`src/rtl/tbase_pkg.sv`:
```
package tbase_pkg;
  // Register map helpers: count halves first, then reference pairs,
  // then control, then status.
  function automatic int ref_addr(input int idx, input int half);
    return 2 + 2 * idx + half;
  endfunction

  function automatic int ctrl_addr(input int nref);
    return 2 + 2 * nref;
  endfunction

  function automatic int stat_addr(input int nref);
    return 3 + 2 * nref;
  endfunction
endpackage

```
`src/rtl/tbase_counter.sv`:
```
module tbase_counter #(
  parameter int HW = 32
) (
  input  logic          clk,
  input  logic          por_rst,
  input  logic          sys_rst,
  input  logic          run,
  input  logic          tick,
  input  logic          wr_lo,
  input  logic          wr_hi,
  input  logic [HW-1:0] wdata,
  output logic [HW-1:0] cnt_lo,
  output logic [HW-1:0] cnt_hi,
  output logic          step,
  output logic [2*HW-1:0] cnt_plus1
);
  localparam logic [2*HW-1:0] ONE = {{(2*HW-1){1'b0}}, 1'b1};

  // Any write to the count swallows the tick of that cycle.
  assign step      = run & tick & ~wr_lo & ~wr_hi;
  assign cnt_plus1 = {cnt_hi, cnt_lo} + ONE;

  always_ff @(posedge clk) begin
    if (por_rst) begin
      cnt_lo <= '0;
      cnt_hi <= '0;
    end else begin
      if (wr_lo)     cnt_lo <= wdata;
      else if (step) cnt_lo <= cnt_plus1[HW-1:0];
      if (wr_hi)     cnt_hi <= wdata;
      else if (step) cnt_hi <= cnt_plus1[2*HW-1:HW];
    end
  end

  assert_por_clear_R8: assert property (@(posedge clk)
    por_rst |=> (cnt_lo == '0 && cnt_hi == '0));

  assert_carry_R2: assert property (@(posedge clk) disable iff (por_rst)
    (step && cnt_lo == '1) |=> (cnt_lo == '0 && cnt_hi == $past(cnt_hi) + 1'b1));

  assert_half_indep_R3: assert property (@(posedge clk) disable iff (por_rst)
    (wr_lo && !wr_hi) |=> $stable(cnt_hi));

  assert_write_wins_R4: assert property (@(posedge clk) disable iff (por_rst)
    (wr_lo && tick) |=> (cnt_lo == $past(wdata)));

  assert_ignore_sys_R9: assert property (@(posedge clk) disable iff (por_rst)
    (sys_rst && !tick && !wr_lo && !wr_hi) |=> ($stable(cnt_lo) && $stable(cnt_hi)));
endmodule

```
`src/rtl/tbase_ref.sv`:
```
module tbase_ref #(
  parameter int HW = 32
) (
  input  logic            clk,
  input  logic            por_rst,
  input  logic            wr_lo,
  input  logic            wr_hi,
  input  logic [HW-1:0]   wdata,
  input  logic            step,
  input  logic [2*HW-1:0] cnt_plus1,
  output logic [HW-1:0]   ref_lo,
  output logic [HW-1:0]   ref_hi,
  output logic            hit
);
  always_ff @(posedge clk) begin
    if (por_rst) begin
      ref_lo <= '0;
      ref_hi <= '0;
    end else begin
      if (wr_lo) ref_lo <= wdata;
      if (wr_hi) ref_hi <= wdata;
    end
  end

  // A match is taken from the value the count is about to reach.
  assign hit = step && (cnt_plus1 == {ref_hi, ref_lo});

  assert_ref_hold_R5: assert property (@(posedge clk) disable iff (por_rst)
    (!wr_lo && !wr_hi) |=> ($stable(ref_lo) && $stable(ref_hi)));
endmodule

```
`src/rtl/tbase_ctrl.sv`:
```
module tbase_ctrl #(
  parameter int NREF = 2
) (
  input  logic            clk,
  input  logic            por_rst,
  input  logic            sys_rst,
  input  logic            wr_ctrl,
  input  logic            wr_stat,
  input  logic [NREF:0]   wdata,
  input  logic [NREF-1:0] hit,
  output logic            run,
  output logic [NREF-1:0] en,
  output logic [NREF-1:0] stat,
  output logic            irq
);
  logic [NREF-1:0] clr;
  assign clr = wr_stat ? wdata[NREF-1:0] : '0;

  always_ff @(posedge clk) begin
    if (por_rst) begin
      run  <= 1'b0;
      en   <= '0;
      stat <= '0;
      irq  <= 1'b0;
    end else if (sys_rst) begin
      en   <= '0;
      stat <= '0;
      irq  <= 1'b0;
      if (wr_ctrl) run <= wdata[0];
    end else begin
      if (wr_ctrl) begin
        run <= wdata[0];
        en  <= wdata[NREF:1];
      end
      stat <= (stat & ~clr) | hit;
      irq  <= |(stat & en);
    end
  end

  assert_sys_clear_R9: assert property (@(posedge clk) disable iff (por_rst)
    sys_rst |=> (stat == '0 && en == '0 && !irq));

  assert_run_kept_R9: assert property (@(posedge clk) disable iff (por_rst)
    (sys_rst && !wr_ctrl) |=> (run == $past(run)));

  assert_hit_sets_R5: assert property (@(posedge clk) disable iff (por_rst)
    (!sys_rst && hit != '0) |=> ((stat & $past(hit)) == $past(hit)));

  assert_set_beats_clear_R6: assert property (@(posedge clk) disable iff (por_rst)
    (!sys_rst && wr_stat && hit != '0) |=> ((stat & $past(hit)) != '0));

  assert_irq_masked_R7: assert property (@(posedge clk) disable iff (por_rst)
    ((stat & en) == '0) |=> !irq);
endmodule

```
`src/rtl/tbase_cmp.sv`:
```
module tbase_cmp #(
  parameter int HW   = 32,
  parameter int NREF = 2,
  localparam int AW  = $clog2(4 + 2 * NREF)
) (
  input  logic          clk,
  input  logic          por_rst,
  input  logic          hard_rst,
  input  logic          soft_rst,
  input  logic          tick,
  input  logic [AW-1:0] bus_addr,
  input  logic          bus_wr,
  input  logic [HW-1:0] bus_wdata,
  output logic [HW-1:0] bus_rdata,
  output logic          irq
);
  import tbase_pkg::*;

  localparam int A_CTRL = ctrl_addr(NREF);
  localparam int A_STAT = stat_addr(NREF);

  logic            sys_rst;
  logic            run;
  logic [NREF-1:0] en;
  logic [NREF-1:0] stat;
  logic [NREF-1:0] hit;
  logic [HW-1:0]   cnt_lo, cnt_hi;
  logic            step;
  logic [2*HW-1:0] cnt_plus1;
  logic [HW-1:0]   ref_lo [NREF];
  logic [HW-1:0]   ref_hi [NREF];
  logic [HW-1:0]   rd_word;
  logic            wr_ctrl, wr_stat;

  assign sys_rst = hard_rst | soft_rst;
  assign wr_ctrl = bus_wr && (int'(bus_addr) == A_CTRL);
  assign wr_stat = bus_wr && (int'(bus_addr) == A_STAT);

  tbase_counter #(.HW(HW)) u_cnt (
    .clk       (clk),
    .por_rst   (por_rst),
    .sys_rst   (sys_rst),
    .run       (run),
    .tick      (tick),
    .wr_lo     (bus_wr && bus_addr == '0),
    .wr_hi     (bus_wr && int'(bus_addr) == 1),
    .wdata     (bus_wdata),
    .cnt_lo    (cnt_lo),
    .cnt_hi    (cnt_hi),
    .step      (step),
    .cnt_plus1 (cnt_plus1)
  );

  for (genvar i = 0; i < NREF; i++) begin : g_ref
    tbase_ref #(.HW(HW)) u_ref (
      .clk       (clk),
      .por_rst   (por_rst),
      .wr_lo     (bus_wr && int'(bus_addr) == ref_addr(i, 0)),
      .wr_hi     (bus_wr && int'(bus_addr) == ref_addr(i, 1)),
      .wdata     (bus_wdata),
      .step      (step),
      .cnt_plus1 (cnt_plus1),
      .ref_lo    (ref_lo[i]),
      .ref_hi    (ref_hi[i]),
      .hit       (hit[i])
    );
  end

  tbase_ctrl #(.NREF(NREF)) u_ctrl (
    .clk     (clk),
    .por_rst (por_rst),
    .sys_rst (sys_rst),
    .wr_ctrl (wr_ctrl),
    .wr_stat (wr_stat),
    .wdata   (bus_wdata[NREF:0]),
    .hit     (hit),
    .run     (run),
    .en      (en),
    .stat    (stat),
    .irq     (irq)
  );

  always_comb begin
    rd_word = '0;
    if (bus_addr == '0)                rd_word = cnt_lo;
    else if (int'(bus_addr) == 1)      rd_word = cnt_hi;
    else if (int'(bus_addr) == A_CTRL) rd_word[NREF:0] = {en, run};
    else if (int'(bus_addr) == A_STAT) rd_word[NREF-1:0] = stat;
    for (int i = 0; i < NREF; i++) begin
      if (int'(bus_addr) == ref_addr(i, 0)) rd_word = ref_lo[i];
      if (int'(bus_addr) == ref_addr(i, 1)) rd_word = ref_hi[i];
    end
  end

  always_ff @(posedge clk) begin
    if (por_rst) bus_rdata <= '0;
    else         bus_rdata <= rd_word;
  end

  assert_rdata_por_R8: assert property (@(posedge clk)
    por_rst |=> (bus_rdata == '0 && !irq));

  assert_stat_read_R10: assert property (@(posedge clk) disable iff (por_rst)
    (int'(bus_addr) == A_STAT) |=> (bus_rdata[HW-1:NREF] == '0));
endmodule

```
`config.mk`:
```
export PLATFORM = sky130hd
export DESIGN_NAME = tbase_cmp
export DESIGN_NICKNAME = d
export VERILOG_FILES = /design/src/rtl/tbase_pkg.sv /design/src/rtl/tbase_counter.sv /design/src/rtl/tbase_ref.sv /design/src/rtl/tbase_ctrl.sv /design/src/rtl/tbase_cmp.sv
export SDC_FILE = /design/constraint.sdc
export NUM_CORES = 1
export LEC_CHECK = 0
export ABC_AREA = 1
export BUFFER_PORTS_ARGS = -buffer_cell sky130_fd_sc_hd__buf_4
export CAP_MARGIN = 5
export CORE_MARGIN = 5
export CORE_UTILIZATION = 50
export DETAILED_ROUTE_END_ITERATION = 8
export GPL_TIMING_DRIVEN = 0
export PLACE_DENSITY = 0.67
export SYNTH_ARGS = -nofsm -noshare
export SYNTH_HDL_FRONTEND = slang
export SYNTH_SLANG_ARGS = --single-unit
```
`constraint.sdc`:
```
create_clock -name clk -period 6.1 [get_ports clk]
set_input_delay 1.83 -clock clk [delete_from_list [all_inputs] [get_ports clk]]
set_output_delay 1.83 -clock clk [all_outputs]
set_load 0.005 [all_outputs]
```
==> flow_metrics.py <==
metrics = {
    "cts": {
        "post_cts_buffers": 0,
        "cts_tree": "built",
        "worst_skew_pair.late_latency_ps": 570,
        "holdBufCountCts": 0,
        "cts-root-buf": "clkbuf_16",
        "h-tree-depth": 1,
        "cts_sinks": 230,
        "numCtsBuffers": 27,
        "clkTransAtPathRegs_ps": 60,
        "cts_resized": 0,
        "clock_path_buffers": 3,
    },
    "die": {
        "dieArea_sq_um": 31730,
        "placementRows": 61,
        "io-pin-count": 74,
        "initial_utilization_pct": 50.74,
        "fp.dieH_um": 178.1,
        "core_sq_um": 27860,
        "die_w_um": 178.1,
    },
    "drt": {
        "drt_pre_antenna_iters": 9,
        "ant_nets": 0,
        "avgViaCountPerCell": 6.115,
        "dr.first_iter.drc_count": 2709,
        "wl_um": 68080,
        "drc": 1,
        "vias": 16460,
        "wl_per_cell_um": 25.29,
    },
    "status": {
        "violations": "DRC",
        "status": "finished with violations",
    },
    "sta": {
        "hold_viol": 0,
        "fin_setup_tns_ps": 0,
        "max_freq_mhz": 231.4,
        "rsz0062_at_grt": "no",
        "slew_viol_final": 0,
        "final-setup-viol-count": 0,
        "worstMarginPinSlew_ps": 1301,
        "fin_ws_ps": 1779,
        "period_needed_ps": 4321,
        "timing.final.crit_share_pct": 70.83,
        "skew_ps": 32.67,
        "max_slew_margin_pct": 13.29,
    },
    "flow_run": {
        "max_cap_viol_count": 0,
    },
    "setup_path": {
        "cp_data_arrival_time_ps": 4780,
        "endpoint_kind": "flip-flop",
        "start_kind": "primary input",
        "crit_type": "in -> reg",
        "worst-path-max-fanout": 10,
        "cp.required_ps": 6560,
    },
    "cells_and_area": {
        "final_cell_mix": "nand2_1, dfxtp_1, inv_1, nor2_1, a21oi_1",
        "diodes": 0,
        "seq_area_sq_um": 4604,
        "utilization_pct": 57.61,
        "stdcell_area_sq_um": 16050,
        "final_common_cell": "nand2_1",
        "num-fill-cells": 2776,
        "multiInputGateArea_sq_um": 8274,
        "layout-drive-gt1-share_pct": 8.297,
        "nets": 2338,
        "syn2layout_area_growth_pct": 13.53,
    },
    "placement": {
        "io_buffer_count": 72,
        "gp_congestion": 1.066,
        "dp_hpwl_um": 51630,
        "post-place-ws_ps": 1430,
        "post_dp_cell_area_sq_um": 15150,
    },
    "synthesis": {
        "ys_ff_latch": 230,
        "syn_inst": 2195,
        "synth_nets": 2237,
        "avgSynthCellArea_sq_um": 6.440,
        "ys_types": 39,
        "synth-seq-area-share_pct": 32.58,
        "yosysWarnings": 0,
        "syn_area_sq_um": 14130,
    },
    "power_and_ir_drop": {
        "p_leak_nw": 6.370,
        "peakVddDrop_uv": 200.3,
        "p_per_area_nw_per_um2": 231.3,
    },
    "grt": {
        "grt_pass1_wl_um": 97020,
        "grt_overflow_total": 0,
        "antenna_found_initial": 3,
        "grt_util_all_layers_pct": 41.87,
        "grt_pass1_vias": 14970,
        "grt_max_degree": 14,
    },
    "min_path": {
        "hold_path.class": "reg -> reg",
    },
}
## flip-flops by register name (all words and copies together) (netlist names)
register	cells
u_ctrl.run	1
u_cnt.cnt_hi	32
u_ctrl.irq	1
u_cnt.cnt_lo	32
g_ref.u_ref.ref_lo	64
g_ref.u_ref.ref_hi	64
u_ctrl.stat	2
u_ctrl.en	2
bus_rdata	32
## kinds of logic (layout without fill, tap and decap cells)
logic type      after synthesis  after routing  synth area share, %
simple gates               1090           1090                32.69
flops                       230            230                32.58
fa+ha+maj                     1              1              0.08850
compound gates              475            475                18.06
buf+inv                     329            448                8.887
xor+xnor                     70             70                7.701
## synth_stat cells
master / number / area share (%)
o21ai_2: 6 / 0.37
nor2_4: 8 / 0.64
nand4_1: 18 / 0.80
o221ai_1: 1 / 0.062
xnor2_1: 7 / 0.43
a31oi_1: 56 / 2.5
o211ai_1: 2 / 0.11
buf_1: 7 / 0.19
nand2_4: 7 / 0.56
nor2_2: 14 / 0.62
nor2_8: 3 / 0.42
a2bb2oi_1: 1 / 0.062
buf_2: 14 / 0.50
inv_1: 224 / 5.9
a221oi_1: 8 / 0.50
xor3_1: 6 / 1.0
o21ai_0: 165 / 5.8
inv_2: 7 / 0.19
a21oi_1: 200 / 7.1
ha_1: 1 / 0.089
nand2_2: 14 / 0.62
xnor3_1: 28 / 4.5
o22ai_1: 25 / 1.1
o31ai_1: 1 / 0.053
dfxtp_1: 230 / 33
nand3b_1: 4 / 0.21
xor2_1: 29 / 1.8
clkbuf_1: 74 / 2.0
nand3_2: 1 / 0.071
buf_4: 1 / 0.053
nand3_1: 175 / 6.2
or2_2: 2 / 0.089
o2111ai_1: 1 / 0.062
nand2_1: 626 / 17
clkinv_1: 2 / 0.053
o21ai_1: 8 / 0.28
nor3_1: 6 / 0.21
nor2_1: 212 / 5.6
a22oi_1: 1 / 0.053
## per-layer routing
metal | vias to the layer above | track usage (%) | routed length [um]
met4 | 4 | 20.05 | 4115
met1 | 7590 | 57.32 | 26510
li1 | 7382 | - | -
met3 | 238 | 10.70 | 9557
met2 | 1247 | 61.56 | 27870
met5 | - | 0 | 27
## layout make-up
cell class	count	area share (%)
clock buffers	39	4.990
well taps	378	2.947
repair buffers	72	3.368
inverters	233	5.450
flip-flops and latches	230	28.69
clock inverters	8	0.6159
plain buffers	96	2.378
multi-input cells	1636	51.56
## path summary, 6_finish.rpt
path                                              startpoint                             to  slack (ps)  depth (start not counted)
worst min register to register     u_ctrl.en[1]$_SDFFE_PP0P_          u_ctrl.irq$_SDFF_PP0_         460                          2
worst max register to register  u_cnt.cnt_lo[0]$_SDFFE_PP0P_      u_ctrl.stat[1]$_SDFF_PP0_        2440                         17
worst max-delay path                             bus_addr[0]  u_cnt.cnt_hi[24]$_SDFFE_PP0P_        1780                         10
worst min-delay path               u_ctrl.en[1]$_SDFFE_PP0P_          u_ctrl.irq$_SDFF_PP0_         460                          2
## critical path: stages
cell and delay, ps:
buf_4 130, inv_1 80, nor2_1 60, nand2_1 430, nor2_1 330, nor2_2 460, buf_2 500, buf_1 650
nand2_1 120, a31oi_1 170
## power breakdown
group | total [mW] | internal (mW) | switching (mW) | leakage, nW
Clock | 1.68 | 0.988 | 0.693 | 0.440
Combinational | 0.449 | 0.134 | 0.315 | 4.07
Sequential | 1.58 | 1.55 | 0.0371 | 1.86
Total | 3.71 | 2.67 | 1.05 | 6.37
## metrics by stage
stage	instances	hold WS (ps)	power, mW
floorplan	2195	430.2	1.835
global placement	2645	444.8	2.030
detailed placement	2645	453.8	2.036
CTS	2692	461.5	3.675
global route	2692	481.1	3.789
finish	2692	459.5	3.712
Note: power is estimated with default switching activity, not from simulation.
